### src/rtl/ovx_pkg.sv
package ovx_pkg;

  localparam int INSTR_W = 32;
  localparam int REG_AW  = 4;
  localparam int NREG    = 1 << REG_AW;
  localparam int IMM_W   = 16;
  localparam int OP_W    = 4;

  localparam logic [OP_W-1:0] OP_ADD  = 4'h1;
  localparam logic [OP_W-1:0] OP_SUB  = 4'h2;
  localparam logic [OP_W-1:0] OP_ADDU = 4'h3;
  localparam logic [OP_W-1:0] OP_SUBU = 4'h4;
  localparam logic [OP_W-1:0] OP_LI   = 4'h5;
  localparam logic [OP_W-1:0] OP_ST   = 4'h6;

  typedef struct packed {
    logic [OP_W-1:0]   op;
    logic [REG_AW-1:0] rd;
    logic [REG_AW-1:0] rs1;
    logic [REG_AW-1:0] rs2;
    logic [IMM_W-1:0]  imm;
  } instr_t;

  typedef struct packed {
    logic wr;   // writes a register
    logic st;   // performs a store
    logic sgn;  // overflow is checked
    logic sub;  // second operand is negated
    logic li;   // result is the immediate
  } ctl_t;

  function automatic ctl_t decode_op(input logic [OP_W-1:0] op);
    ctl_t c;
    c = '0;
    case (op)
      OP_ADD:  begin c.wr = 1'b1; c.sgn = 1'b1; end
      OP_SUB:  begin c.wr = 1'b1; c.sgn = 1'b1; c.sub = 1'b1; end
      OP_ADDU: begin c.wr = 1'b1; end
      OP_SUBU: begin c.wr = 1'b1; c.sub = 1'b1; end
      OP_LI:   begin c.wr = 1'b1; c.li = 1'b1; end
      OP_ST:   begin c.st = 1'b1; end
      default: c = '0;
    endcase
    return c;
  endfunction

endpackage

### src/rtl/ovx_fetch.sv
module ovx_fetch
  import ovx_pkg::*;
#(
  parameter int              PC_W       = 16,
  parameter logic [PC_W-1:0] RESET_PC   = '0,
  parameter logic [PC_W-1:0] HANDLER_PC = PC_W'(64)
) (
  input  logic               clk,
  input  logic               rst,
  input  logic               redirect,
  input  logic [INSTR_W-1:0] imem_rdata,
  output logic [PC_W-1:0]    pc,
  output logic               id_valid,
  output logic [INSTR_W-1:0] id_word,
  output logic [PC_W-1:0]    id_pc
);

  logic [PC_W-1:0] pc_q;

  assign pc = pc_q;

  // control: PC and the decode-stage valid bit
  always_ff @(posedge clk) begin
    if (rst) begin
      pc_q     <= RESET_PC;
      id_valid <= 1'b0;
    end else if (redirect) begin
      pc_q     <= HANDLER_PC;
      id_valid <= 1'b0;
    end else begin
      pc_q     <= pc_q + 1'b1;
      id_valid <= 1'b1;
    end
  end

  // payload: captured every cycle, qualified by id_valid
  always_ff @(posedge clk) begin
    id_word <= imem_rdata;
    id_pc   <= pc_q;
  end

endmodule

### src/rtl/ovx_regfile.sv
module ovx_regfile
  import ovx_pkg::*;
#(
  parameter int DATA_W = 16
) (
  input  logic              clk,
  input  logic              we,
  input  logic [REG_AW-1:0] waddr,
  input  logic [DATA_W-1:0] wdata,
  input  logic [REG_AW-1:0] raddr_a,
  input  logic [REG_AW-1:0] raddr_b,
  output logic [DATA_W-1:0] rdata_a,
  output logic [DATA_W-1:0] rdata_b
);

  logic [DATA_W-1:0] mem [NREG];

  always_ff @(posedge clk) begin
    if (we) mem[waddr] <= wdata;
  end

  // write-through so a value retiring this cycle is seen by decode
  assign rdata_a = (we && waddr == raddr_a) ? wdata : mem[raddr_a];
  assign rdata_b = (we && waddr == raddr_b) ? wdata : mem[raddr_b];

endmodule

### src/rtl/ovx_fwd_mux.sv
module ovx_fwd_mux
  import ovx_pkg::*;
#(
  parameter int DATA_W = 16
) (
  input  logic [REG_AW-1:0] sel,
  input  logic [DATA_W-1:0] rf_val,
  input  logic              m_en,
  input  logic [REG_AW-1:0] m_rd,
  input  logic [DATA_W-1:0] m_val,
  input  logic              w_en,
  input  logic [REG_AW-1:0] w_rd,
  input  logic [DATA_W-1:0] w_val,
  output logic [DATA_W-1:0] val
);

  // the memory stage is younger than writeback, so it wins
  always_comb begin
    if (m_en && m_rd == sel)      val = m_val;
    else if (w_en && w_rd == sel) val = w_val;
    else                          val = rf_val;
  end

endmodule

### src/rtl/ovx_execute.sv
module ovx_execute
  import ovx_pkg::*;
#(
  parameter int DATA_W = 16
) (
  input  ctl_t              ctl,
  input  logic [REG_AW-1:0] rs1,
  input  logic [REG_AW-1:0] rs2,
  input  logic [DATA_W-1:0] rf_a,
  input  logic [DATA_W-1:0] rf_b,
  input  logic [IMM_W-1:0]  imm,
  input  logic              m_en,
  input  logic [REG_AW-1:0] m_rd,
  input  logic [DATA_W-1:0] m_val,
  input  logic              w_en,
  input  logic [REG_AW-1:0] w_rd,
  input  logic [DATA_W-1:0] w_val,
  output logic [DATA_W-1:0] result,
  output logic [DATA_W-1:0] opb,
  output logic              ovf
);

  localparam int NSRC = 2;
  localparam int MSB  = DATA_W - 1;

  logic [REG_AW-1:0] src_sel [NSRC];
  logic [DATA_W-1:0] src_rf  [NSRC];
  logic [DATA_W-1:0] src_val [NSRC];

  assign src_sel[0] = rs1;
  assign src_sel[1] = rs2;
  assign src_rf[0]  = rf_a;
  assign src_rf[1]  = rf_b;

  for (genvar k = 0; k < NSRC; k++) begin : g_src
    ovx_fwd_mux #(.DATA_W(DATA_W)) u_mux (
      .sel    (src_sel[k]),
      .rf_val (src_rf[k]),
      .m_en   (m_en),
      .m_rd   (m_rd),
      .m_val  (m_val),
      .w_en   (w_en),
      .w_rd   (w_rd),
      .w_val  (w_val),
      .val    (src_val[k])
    );
  end

  logic [DATA_W-1:0] a;
  logic [DATA_W-1:0] b_eff;
  logic [DATA_W-1:0] sum;

  assign a     = src_val[0];
  assign opb   = src_val[1];
  assign b_eff = ctl.sub ? ~src_val[1] : src_val[1];
  assign sum   = a + b_eff + DATA_W'(ctl.sub);

  // like-signed inputs giving an opposite-signed result
  assign ovf = ctl.sgn && (a[MSB] == b_eff[MSB]) && (sum[MSB] != a[MSB]);

  assign result = ctl.li ? DATA_W'($signed(imm)) : sum;

endmodule

### src/rtl/ovf_trap_pipe.sv
module ovf_trap_pipe
  import ovx_pkg::*;
#(
  parameter int              DATA_W     = 16,
  parameter int              PC_W       = 16,
  parameter int              MADDR_W    = 16,
  parameter logic [PC_W-1:0] RESET_PC   = '0,
  parameter logic [PC_W-1:0] HANDLER_PC = PC_W'(64)
) (
  input  logic               clk,
  input  logic               rst,
  output logic [PC_W-1:0]    imem_addr,
  input  logic [INSTR_W-1:0] imem_rdata,
  output logic               wb_we,
  output logic [REG_AW-1:0]  wb_rd,
  output logic [DATA_W-1:0]  wb_data,
  output logic               mem_we,
  output logic [MADDR_W-1:0] mem_addr,
  output logic [DATA_W-1:0]  mem_wdata,
  output logic               exc_taken,
  output logic [PC_W-1:0]    epc
);

  // decode stage
  logic               id_valid;
  logic [INSTR_W-1:0] id_word;
  logic [PC_W-1:0]    id_pc;
  instr_t             id_ins;
  ctl_t               id_ctl;
  logic [DATA_W-1:0]  id_a, id_b;
  logic               take_exc;

  ovx_fetch #(
    .PC_W       (PC_W),
    .RESET_PC   (RESET_PC),
    .HANDLER_PC (HANDLER_PC)
  ) u_fetch (
    .clk        (clk),
    .rst        (rst),
    .redirect   (take_exc),
    .imem_rdata (imem_rdata),
    .pc         (imem_addr),
    .id_valid   (id_valid),
    .id_word    (id_word),
    .id_pc      (id_pc)
  );

  assign id_ins = instr_t'(id_word);
  assign id_ctl = decode_op(id_ins.op);

  // writeback stage registers (also the ports)
  logic              wb_we_q;
  logic [REG_AW-1:0] wb_rd_q;
  logic [DATA_W-1:0] wb_data_q;

  ovx_regfile #(.DATA_W(DATA_W)) u_rf (
    .clk     (clk),
    .we      (wb_we_q),
    .waddr   (wb_rd_q),
    .wdata   (wb_data_q),
    .raddr_a (id_ins.rs1),
    .raddr_b (id_ins.rs2),
    .rdata_a (id_a),
    .rdata_b (id_b)
  );

  // execute stage registers
  logic              ex_valid;
  ctl_t              ex_ctl;
  logic [REG_AW-1:0] ex_rd, ex_rs1, ex_rs2;
  logic [DATA_W-1:0] ex_a, ex_b;
  logic [IMM_W-1:0]  ex_imm;
  logic [PC_W-1:0]   ex_pc;

  always_ff @(posedge clk) begin
    if (rst) ex_valid <= 1'b0;
    else     ex_valid <= id_valid && !take_exc;
  end

  always_ff @(posedge clk) begin
    ex_ctl <= id_ctl;
    ex_rd  <= id_ins.rd;
    ex_rs1 <= id_ins.rs1;
    ex_rs2 <= id_ins.rs2;
    ex_a   <= id_a;
    ex_b   <= id_b;
    ex_imm <= id_ins.imm;
    ex_pc  <= id_pc;
  end

  // memory stage registers
  logic              m_wr, m_st;
  logic [REG_AW-1:0] m_rd;
  logic [DATA_W-1:0] m_res;
  logic [MADDR_W-1:0] m_addr;
  logic [DATA_W-1:0] m_wdata;

  logic [DATA_W-1:0] ex_res, ex_opb;
  logic              ex_ovf;

  ovx_execute #(.DATA_W(DATA_W)) u_ex (
    .ctl    (ex_ctl),
    .rs1    (ex_rs1),
    .rs2    (ex_rs2),
    .rf_a   (ex_a),
    .rf_b   (ex_b),
    .imm    (ex_imm),
    .m_en   (m_wr),
    .m_rd   (m_rd),
    .m_val  (m_res),
    .w_en   (wb_we_q),
    .w_rd   (wb_rd_q),
    .w_val  (wb_data_q),
    .result (ex_res),
    .opb    (ex_opb),
    .ovf    (ex_ovf)
  );

  assign take_exc = ex_valid && ex_ovf;

  // the trapping instruction enters memory as a bubble
  always_ff @(posedge clk) begin
    if (rst) begin
      m_wr <= 1'b0;
      m_st <= 1'b0;
    end else begin
      m_wr <= ex_valid && ex_ctl.wr && !take_exc;
      m_st <= ex_valid && ex_ctl.st && !take_exc;
    end
  end

  always_ff @(posedge clk) begin
    m_rd    <= ex_rd;
    m_res   <= ex_res;
    m_addr  <= ex_imm[MADDR_W-1:0];
    m_wdata <= ex_opb;
  end

  always_ff @(posedge clk) begin
    if (rst) wb_we_q <= 1'b0;
    else     wb_we_q <= m_wr;
  end

  always_ff @(posedge clk) begin
    wb_rd_q   <= m_rd;
    wb_data_q <= m_res;
  end

  // trap pulse and saved PC
  logic            exc_q;
  logic [PC_W-1:0] epc_q;

  always_ff @(posedge clk) begin
    if (rst) begin
      exc_q <= 1'b0;
      epc_q <= '0;
    end else begin
      exc_q <= take_exc;
      if (take_exc) epc_q <= ex_pc;
    end
  end

  assign wb_we     = wb_we_q;
  assign wb_rd     = wb_rd_q;
  assign wb_data   = wb_data_q;
  assign mem_we    = m_st;
  assign mem_addr  = m_addr;
  assign mem_wdata = m_wdata;
  assign exc_taken = exc_q;
  assign epc       = epc_q;

endmodule

### config.mk
export PLATFORM = sky130hd
export DESIGN_NAME = ovf_trap_pipe
export DESIGN_NICKNAME = d
export VERILOG_FILES = /design/src/rtl/ovx_pkg.sv /design/src/rtl/ovx_fetch.sv /design/src/rtl/ovx_regfile.sv /design/src/rtl/ovx_fwd_mux.sv /design/src/rtl/ovx_execute.sv /design/src/rtl/ovf_trap_pipe.sv
export SDC_FILE = /design/constraint.sdc
export NUM_CORES = 1
export LEC_CHECK = 0
export ABC_AREA = 1
export BUFFER_PORTS_ARGS = -buffer_cell sky130_fd_sc_hd__clkbuf_2
export CELL_PAD_IN_SITES_DETAIL_PLACEMENT = 1
export CELL_PAD_IN_SITES_GLOBAL_PLACEMENT = 2
export CORE_UTILIZATION = 35
export DETAILED_ROUTE_END_ITERATION = 10
export PLACE_DENSITY = 0.76
export SYNTH_ARGS = -nofsm -noshare
export SYNTH_HDL_FRONTEND = slang
export SYNTH_SLANG_ARGS = --single-unit
### constraint.sdc
create_clock -name clk -period 6.6 [get_ports clk]
set_clock_uncertainty 0.1 [all_clocks]
set_input_delay 1.65 -clock clk [delete_from_list [all_inputs] [get_ports clk]]
set_output_delay 1.65 -clock clk [all_outputs]
set_load 0.05 [all_outputs]
Word-level counts from Yosys, hierarchy flattened

Memories as Yosys holds them, arrays and structs flattened. A register that Yosys moved wholly into a read port is not among the register bits.
Index checks and enable logic that the tools add are counted.

Bits in read-only memories: 0
Output and inout bits: 87
Register bits: 207
Bits in writable memories: 256
Input port bits: 34
Logic and storage cells: 76
Memories kept: 1
Bits in latches: 0

Magnitude comparators: 0
Add/sub/neg operators: 3
Bitwise operators: 1
Mux-type cells: 15
Shift operators: 0
Equality and inequality tests: 12
Reduce and logical (&&, ||, !) cells: 17
Divide/modulo/power cells: 0
Multipliers: 0

Memories:

| name     | words | bits a word | rd ports | clocked after memory_dff | write ports | line              | RTL |
|---|---|---|---|---|---|---|---|
| u_rf.mem | 16    | 16          | 2        | 2                        | 1           | ovx_regfile.sv:16 | `logic [DATA_W-1:0] mem [NREG];` |

Operators by type and width:

| cell                                                                   | count |
|---|---|
| 16-bit 2-to-1 mux                                                      | 6 |
| 16-bit by 1-bit adder with 16-bit output                               | 1 |
| 16-bit by 1-bit adder with 16-bit output (second input constant)       | 1 |
| 16-bit adder                                                           | 1 |
| 4-bit equality test                                                    | 4 |
| 16-bit NOT                                                             | 1 |
| 4-bit by 3-bit equality test with 1-bit output (second input constant) | 3 |
| 1-bit logical AND                                                      | 12 |
| 4-bit by 2-bit equality test with 1-bit output (second input constant) | 2 |
| 1-bit 2-to-1 mux                                                       | 8 |
| 7-bit 2-to-1 mux                                                       | 1 |
| 2-bit OR reduction                                                     | 3 |
| 5-bit OR reduction                                                     | 1 |
| 4-bit by 1-bit equality test with 1-bit output (second input constant) | 1 |
| 1-bit equality test                                                    | 1 |
| 1-bit logical NOT                                                      | 1 |
| 1-bit != test                                                          | 1 |

Depth between registers and ports, before layout

Gate-level depths: netlist of run 1.

Depth in word-level cells: 13
Mapped depth: 27
Gate-level depth less buffers: 25

Hierarchy

A second synthesis of run 1 with hierarchy kept.

Cells, all modules: 2759
Area total of the unflattened synthesis: 23109.7 µm²

By module, submodules not included:

| module        | area an instance (µm²) | seq. area each (µm²) | cells an instance | instances |
|---|---|---|---|---|
| ovx_regfile   | 14582.7                | 7687.4               | 1768              | 1 |
| ovf_trap_pipe | 3943.8                 | 3483.3               | 288               | 1 |
| ovx_fetch     | 1801.7                 | 1301.2               | 171               | 1 |
| ovx_fwd_mux   | 777.0                  | 0.0                  | 154               | 2 |
| ovx_execute   | 1227.4                 | 0.0                  | 224               | 1 |

Worst setup path before layout of run 1

OpenSTA, ideal clock, no wires.

Path kind: register to register
From: register ex_rs2[0]
To: register epc_q[10] (netlist: epc[10])
Slack: 2.561 ns
Required time: 6.386 ns
Setup time: 0.114 ns
Arrival: 3.825 ns
Path buffers: 6
Period minus slack after synthesis: 4.039 ns
Stages on the path, launching flop included: 25
Path through: dfxtp_1 buf_6 buf_4 buf_2 buf_2 clkbuf_1 nor2_1 o211ai_1 nand3_1 nand3_1 o211ai_1 o21ai_0 xor2_1 ha_1 a21oi_1 o21ai_0 inv_1 nor2_1 a211oi_1 nand3_4 nand2_2 nor2_8 buf_6 nand3_1 nand2_1

Cells in the longest elaborated chain, start to end: 11
Elaborated cells on any way between the ends: 15
Those cells by class: add/sub: 2; eq/ne: 4; mux: 3; bitwise: 1; reduce/logical: 5

Ends and longest elaborated chain:

| element                                    | line                 | RTL |
|---|---|---|
| from (decl)                                | ovf_trap_pipe.sv:70  | `logic [REG_AW-1:0] ex_rd, ex_rs1, ex_rs2;` |
| from (signal assigned)                     | ovf_trap_pipe.sv:84  | `ex_rs2 <= id_ins.rs2;` |
| 4-bit equality test                        | ovx_fwd_mux.sv:20    | `else if (w_en && w_rd == sel) val = w_val;` |
| 1-bit logical AND                          | ovx_fwd_mux.sv:20    |  |
| 16-bit 2-to-1 mux                          | ovx_fwd_mux.sv:20    |  |
| 16-bit 2-to-1 mux *                        | ovx_fwd_mux.sv:19    | `if (m_en && m_rd == sel) val = m_val;` |
| named net ex_opb[10]                       | ovf_trap_pipe.sv:98  | `logic [DATA_W-1:0] ex_res, ex_opb;` |
| 16-bit NOT                                 | ovx_execute.sv:55    | `assign b_eff = ctl.sub ? ~src_val[1] : src_val[1];` |
| 16-bit 2-to-1 mux *                        | ovx_execute.sv:55    |  |
| 16-bit adder *                             | ovx_execute.sv:56    | `assign sum = a + b_eff + DATA_W'(ctl.sub);` |
| 16-bit by 1-bit adder with 16-bit output * | ovx_execute.sv:56    |  |
| 1-bit != test *                            | ovx_execute.sv:59    | `assign ovf = ctl.sgn && (a[MSB] == b_eff[MSB]) && (sum[MSB] != a[MSB]);` |
| 1-bit logical AND *                        | ovx_execute.sv:59    |  |
| 1-bit logical AND *                        | ovf_trap_pipe.sv:119 | `assign take_exc = ex_valid && ex_ovf;` |
| to (signal assigned)                       | ovf_trap_pipe.sv:159 | `if (take_exc) epc_q <= ex_pc;` |
| to (decl)                                  | ovf_trap_pipe.sv:151 | `logic [PC_W-1:0] epc_q;` |

The timed path passes the listed nets; every way through them passes the cells marked *.
A chain may end at the register's enable or synchronous reset.

Final worst setup path of run 1

From: register ex_rs2[0]
To: register u_fetch.pc_q[4] (netlist: u_fetch.pc[4])

Cells in the longest elaborated chain, start to end: 12
Elaborated cells on any way between the ends: 16
Those cells by class: add/sub: 2; eq/ne: 4; mux: 3; bitwise: 1; reduce/logical: 6

Ends and longest elaborated chain:

| element                                    | line                 | RTL |
|---|---|---|
| 4-bit equality test                        | ovx_fwd_mux.sv:20    |  |
| 1-bit logical AND                          | ovx_fwd_mux.sv:20    |  |
| 16-bit 2-to-1 mux                          | ovx_fwd_mux.sv:20    |  |
| 16-bit 2-to-1 mux *                        | ovx_fwd_mux.sv:19    |  |
| named net ex_opb[8]                        | ovf_trap_pipe.sv:98  |  |
| 16-bit NOT                                 | ovx_execute.sv:55    |  |
| 16-bit 2-to-1 mux *                        | ovx_execute.sv:55    |  |
| 16-bit adder *                             | ovx_execute.sv:56    |  |
| 16-bit by 1-bit adder with 16-bit output * | ovx_execute.sv:56    |  |
| 1-bit != test *                            | ovx_execute.sv:59    |  |
| 1-bit logical AND *                        | ovx_execute.sv:59    |  |
| 1-bit logical AND *                        | ovf_trap_pipe.sv:119 |  |
| 2-bit OR reduction (no source line) *      | --                   |  |
| to (signal assigned)                       | ovx_fetch.sv:31      | `pc_q <= pc_q + 1'b1;` |
| to (decl)                                  | ovx_fetch.sv:18      | `logic [PC_W-1:0] pc_q;` |

Marked as above.

==> run metrics, run 1 <==
status finished, final reports clean; largest fanout on the critical path 82; Crit Path Category reg2reg; RSZ-0062 raised after global routing false; vias in the first global route around 16000; setup bufs post-CTS 0; P per Cell Area between 300 and 400 mW/mm^2; initial antenna violation count 0; period utilization 0.790; core area roughly 0.054 mm^2; Hold Fails Final Rpt 0; Ys Warns 0; Setup crit start kind flip-flop; Worst-Margin Slew ~1100 ps; Post-Syn Area roughly 0.019 mm^2; CTS tree yes; Gates resized, CTS repair 0; die height roughly 240 um; io pins between 100 and 150; first-pass GRT wire length around 99000 um; Synth Net Count roughly 2000; Max Clock Freq between 150 and 200 MHz; Cell Int Power 5.20 mW; Placement Cell Area 0.0205 mm^2; # DRC 0; top-area cell type share of the netlist area 0.401; final antenna-violating net count 0; setup TNS 0 ps; post-synthesis sequential area ratio 0.618; max cap viols 0; Bufs on Longest Clock Path 3; vias per cell approximately 5.6; Unique masters post-synth 50; grt ovf 0; # fillers between 5000 and 6000; largest area contributor in the netlist edfxtp_1; largest net degree at the start of global routing 85; Leakage roughly 8.4 nW; Root Buffer clkbuf_16; total track usage 0.236; clock sink total ~460; Hold Crit Class reg2reg; VDD IR-drop max ~0.21 mV; Synth Register Bits 463; H-tree levels 2; ratio of cells with drive above 1 in the final layout 0.140; Die Span X about 240 um; Req. time, crit path around 7000 ps; Core Rows 85; ANT cells 0; final setup vio count 0; I/O Buffers 120; Max Slew Vio Count 0; routed vias ~15000; Post-Route WL roughly 67000 um; Worst Slack Setup Final about 1400 ps; Post-CTS Hold Buffers 0; post-DP HPWL between 30000 and 40000 um; Num CTS Buffers 50; NumNets Final ~2100; worst-skew pair later-pin latency 610 ps; Final min period around 5200 ps; Post-Syn Instances roughly 1900; initial DRC count about 1200; top cells by area, synth edfxtp_1 (40%), dfxtp_1 (22%), o21ai_0 (5.8%); syn avg cell area approximately 10 um^2; die area about 0.056 mm^2; final estimated routing congestion in global placement roughly 0.8; post-layout util 0.409; Net Sw Frac 0.298; Area growth, synth to finish 15.1%; Final Total Pwr ~7.4 mW; Comb pwr share 0.127; sequential power share 0.499; Setup crit end kind flip-flop; sw power roughly 2.2 mW; crit path DAT roughly 5600 ps; DR WL/cell 24.3 um; Clock Pin Slew Worst Setup and Hold Paths 70 ps; Pre-antenna DRT Iters 4; post-place setup slack approximately 1400 ps; final instance area about 0.022 mm^2; Clock power frac 0.374; Starting Density 0.355; relative slew slack 0.288
-- synth_stat cells, drive strengths merged --
cell type and number:
o21ai 224, a21o 1, edfxtp 256, fa 1
nor3b 1, a311oi 6, nor2 156, a21boi 1
o211ai 58, o21bai 1, nand4 4, clkbuf 71
xor2 26, and3 1, nor3 4, clkinv 2
buf 50, o32ai 1, a221oi 15, o22ai 10
xnor2 9, nand2 288, dfxtp 207, nand3b 1
o221ai 17, nand3 197, a21oi 162, ha 15
or2 5, a31oi 2, o21a 2, a22oi 5
a211oi 8, inv 120
-- critical path, stage by stage (launching register included) --
cell,delay (ps)
dfxtp_4,460
inv_4,740
buf_4,430
a21oi_1,100
o21ai_0,100
o21ai_0,120
o211ai_1,190
nand3_1,200
o211ai_1,150
o21ai_0,180
xor2_1,210
ha_1,390
a21oi_1,250
o21ai_0,120
inv_1,100
nor2_1,50
a211oi_1,180
buf_4,210
nand2_4,70
nand2_2,70
nand3_4,210
nand2_4,310
nor2_1,80
-- cells by family after synthesis --
family | count (synthesis) | share of synthesized area
buf+inv | 243 | 0.0520
fa+ha+maj | 16 | 0.0108
xor+xnor | 35 | 0.0160
flops | 463 | 0.618
simple gates | 657 | 0.151
compound gates | 513 | 0.153
-- sequential cells by signal, summed over array words and instances (netlist names), 5 cells and up --
signal and flops:
u_rf.mem 256, u_fetch.id_word 32, epc 16, ex_imm 16
ex_pc 16, m_res 16, mem_addr 16, mem_wdata 16
u_fetch.id_pc 16, u_fetch.pc 16, wb_data 16, ex_ctl 5
-- final cells by class --
type | instances | area [um^2] | area share
clock inverters | 17 | 179 | 0.00811
well taps | 696 | 871 | 0.0395
multi-input cells | 1221 | 6430 | 0.292
repair buffers | 152 | 853 | 0.0387
inverters | 122 | 460 | 0.0209
flip-flops and latches | 463 | 11800 | 0.537
clock buffers | 71 | 1420 | 0.0645
-- path summary, 6_finish.rpt --
kind,start,endpoint,slack (ps),cells past startpoint
setup / recovery,ex_rs2[0],u_fetch.pc[4],1380,22
setup reg to reg,ex_rs2[0],u_fetch.pc[4],1380,22
hold / removal,ex_rd[1],m_rd[1],220,0
hold reg to reg,ex_rd[1],m_rd[1],220,0
-- cells in the final DEF, fill, tap and decap left out, drive strengths merged --
cell type / instances
a211oi: 8
a21boi: 1
a21o: 1
a21oi: 162
a221oi: 15
a22oi: 5
a311oi: 6
a31oi: 2
and3: 1
buf: 32
bufinv: 2
clkbuf: 191
clkinv: 17
dfxtp: 207
edfxtp: 256
fa: 1
ha: 15
inv: 120
nand2: 288
nand3: 197
nand3b: 1
nand4: 4
nor2: 156
nor3: 4
nor3b: 1
o211ai: 58
o21a: 2
o21ai: 224
o21bai: 1
o221ai: 17
o22ai: 10
o32ai: 1
or2: 5
xnor2: 9
xor2: 26
-- power groups by stage --
stage / Combinational, mW / Clock [mW] / Sequential [mW]
after CTS: 0.942 / 2.81 / 3.69
after global placement: 0.932 / 0 / 3.74
after global routing: 1.01 / 2.93 / 3.72
after detailed placement: 0.938 / 0 / 3.75
after floorplan: 0.428 / 0 / 3.82
final: 0.941 / 2.76 / 3.70
-- metal layers --
metal,GRT usage,part of all wire
met3,0.0295,0.056
met2,0.395,0.48
met5,0,0
met1,0.314,0.44
met4,0.0846,0.029
-- metrics by stage --
step           instances  hold WS (ps)
2_1_floorplan       1927           210
4_1_cts             2742           221
6_report            2742           218
3_3_place_gp        2654           210
5_1_grt             2742           229
3_5_place_dp        2654           213
No activity file was read; power rests on OpenSTA's default activity.
==> run 2: changes to the inputs <==
PLACE_DENSITY = 0.79   (was 0.76)
clock period = 4.5 ns   (was 6.6 ns; I/O delays follow)
==> run 2 against run 1 <==
Compared with the run above: highest routed layer is now met5; critical endpoint is now epc[13]; sequential power grew 37%; register-to-register slack lost 1100 ps; final area grew 3.5%; combinational power grew 100%; total power grew 49%; fmax grew 24%; sequential share of layout area shrank 1.8 points; via count grew 1.9%; worst setup slack lost 1100 ps; critical path depth is the same.
==> run metrics, run 2 (synthesized netlist as in run 1, its figures left out) <==
vias per cell 5.54 (was 5.58); Hold Fails Final Rpt 0 (unchanged); leading cell type in the layout, fill and taps excluded nand2_1 (unchanged); Clock Pin Slew Worst Setup and Hold Paths 60 ps (was 70 ps); worst-skew pair later-pin latency 620 ps (was 610 ps); VDD IR-drop max 0.326 mV (was 0.213 mV); DR WL/cell 23.8 um (was 24.3 um); max cap viols 0 (unchanged); RR Endpoint epc[13] (was u_fetch.pc[4]); slowest CP cell dfxtp_4 (was inv_4); final setup vio count 0 (unchanged); H-tree levels 2 (unchanged); buffers plus inverters on the worst setup path 5 (was 4); Max Clock Freq 238 MHz (was 192 MHz); relative slew slack 0.291 (was 0.288); hold path depth 0 (unchanged); R2R depth 22 (unchanged); total track usage 0.235 (was 0.236); Hold Crit Class reg2reg (unchanged); most frequent cells in the layout nand2_1 (278), edfxtp_1 (256), o21ai_0 (217) (was nand2_1 (278), edfxtp_1 (256), o21ai_0 (221)); core area 0.0539 mm^2 (unchanged); Num CTS Buffers 48 (was 50); routed vias 15608 (was 15311); io pins 121 (unchanged); Multi-input gate area 0.00643 mm^2 (about the same); I/O Buffers 120 (unchanged); Setup crit start kind flip-flop (unchanged); crit path DAT 4610 ps (was 5610 ps); Root Buffer clkbuf_16 (unchanged); # DRC 0 (unchanged); post-layout util 0.423 (was 0.409); Crit Path Category reg2reg (unchanged); NumNets Final 2135 (was 2060); P per Cell Area 483 mW/mm^2 (was 336 mW/mm^2); Leakage 8.89 nW (was 8.45 nW); vias in the first global route 16196 (was 15797); Max Slew Vio Count 0 (unchanged); ratio of cells with drive above 1 in the final layout 0.176 (was 0.140); Pre-antenna DRT Iters 5 (was 4); crit-path max cell delay 430 ps (was 740 ps); Hold Path Origin u_fetch.id_word[7] (was ex_rd[1]); initial antenna violation count 1 (was 0); largest net degree at the start of global routing 82 (was 85); ANT cells 0 (unchanged); biggest regs u_rf.mem (256), u_fetch.id_word (32) (unchanged); Starting Density 0.355 (unchanged); Placement Cell Area 0.0211 mm^2 (was 0.0205 mm^2); initial DRC count 1298 (was 1234); flop2flop setup slack 300 ps (was 1380 ps); Area growth, synth to finish 19.2% (was 15.1%); hold endpoint ex_imm[7] (was m_rd[1]); Post-CTS Hold Buffers 0 (unchanged); die area 0.0557 mm^2 (unchanged); setup TNS 0 ps (unchanged); grt ovf 0 (unchanged); die height 236 um (unchanged); Setup crit end kind flip-flop (unchanged); status finished, final reports clean (unchanged); Largest register FFs 256 (unchanged); Final min period 4200 ps (was 5220 ps); final instance area 0.0228 mm^2 (was 0.0221 mm^2); # fillers 5967 (was 5984); final estimated routing congestion in global placement 0.835 (was 0.799); Core Rows 85 (unchanged); Worst-Margin Slew 1060 ps (about the same); first-pass GRT wire length 99100 um (was 98800 um); Req. time, crit path 4900 ps (was 6990 ps); Crit Reg-Reg Startpoint ex_rs2[0] (unchanged); period utilization 0.934 (was 0.790); final antenna-violating net count 0 (unchanged); clock sink total 463 (unchanged); hold_ws 225 ps (was 218 ps); CP Cell Sequence buf_6 > buf_6 > o21ai_0 > o221ai_1 > nand3_1 > nand3_1 > o211ai_1 > o21ai_0 > xor2_1 > ha_1 > a21oi_1 > o21ai_0 > inv_1 > nor2_1 > a211oi_1 > buf_4 > nand2_4 > nand2_2 > nand3_4 > buf_4 > nand3_1 > nand2_1 (was inv_4 > buf_4 > a21oi_1 > o21ai_0 > o21ai_0 > o211ai_1 > nand3_1 > o211ai_1 > o21ai_0 > xor2_1 > ha_1 > a21oi_1 > o21ai_0 > inv_1 > nor2_1 > a211oi_1 > buf_4 > nand2_4 > nand2_2 > nand3_4 > nand2_4 > nor2_1); Final Total Pwr 11.0 mW (was 7.40 mW); crit-path leading delay family compound AO/OA/AOI/OAI gates (was buffers and inverters); post-DP HPWL 40500 um (was 39300 um); Bufs on Longest Clock Path 3 (unchanged); CTS tree yes (unchanged); Post-Route WL 67100 um (was 66800 um); largest reg by FF count u_rf.mem (unchanged); sequential cell area 0.0118 mm^2 (about the same); Die Span X 236 um (unchanged); largest fanout on the critical path 25 (was 82)
==> run 2: cell types whose count changed in the layout (fill, tap and decap cells not counted), sizes merged <==
cell | before | now
bufinv | 2 | 3
buf | 32 | 106
clkbuf | 191 | 179
clkinv | 17 | 24
inv | 120 | 124
clkinvlp | 0 | 3
==> run 2: cell type report <==
type | instances | area share
repair buffers | 229 | 0.0715
inverters | 122 | 0.0207
clock inverters | 32 | 0.0131
flip-flops and latches | 463 | 0.519
clock buffers | 56 | 0.0567
multi-input cells | 1221 | 0.281
well taps | 696 | 0.0381
==> run 2: layer usage <==
layer,vias up,GRT usage,routed length (um)
met5,-,0,11
met4,2,0.0897,2380
met3,139,0.0355,4110
met2,561,0.400,32200
met1,7806,0.299,28400
li1,7100,-,-
==> run 2: worst max-delay path by stage <==
stage	start	endpoint	slack [ps]	cells after the start
after floorplan	ex_rs2[0]	epc[10]	460	24
after global placement	ex_rs2[0]	m_res[14]	190	22
after detailed placement	ex_rs2[1]	m_res[14]	3	21
after CTS	ex_rs2[0]	m_res[14]	110	22
after global routing	ex_rs1[0]	epc[12]	-10	23
final	ex_rs2[0]	epc[13]	300	22
==> run 2: through the flow <==
| step | std cells | worst slack (ps) |
|---|---|---|
| floorplan | 1927 | 461 |
| global placement | 2726 | 185 |
| detailed placement | 2726 | 3.02 |
| CTS | 2814 | 112 |
| global route | 2819 | -14.1 |
| finish | 2819 | 298 |
==> run 2: repair_timing <==
action                                 CTS  global route
gates resized for setup                  3            24
setup buffers                            0             2
cloned                                   0             3
setup endpoints to repair                1            40
pin swaps                                0             1
endpoints found under the hold margin    0             0
==> run 2: report_power, final <==
group	switching, mW	internal, mW	leakage (nW)
Sequential	0.132	4.94	4.02
Combinational	1.41	0.511	4.09
Clock	1.77	2.26	0.784
Total	3.31	7.71	8.89
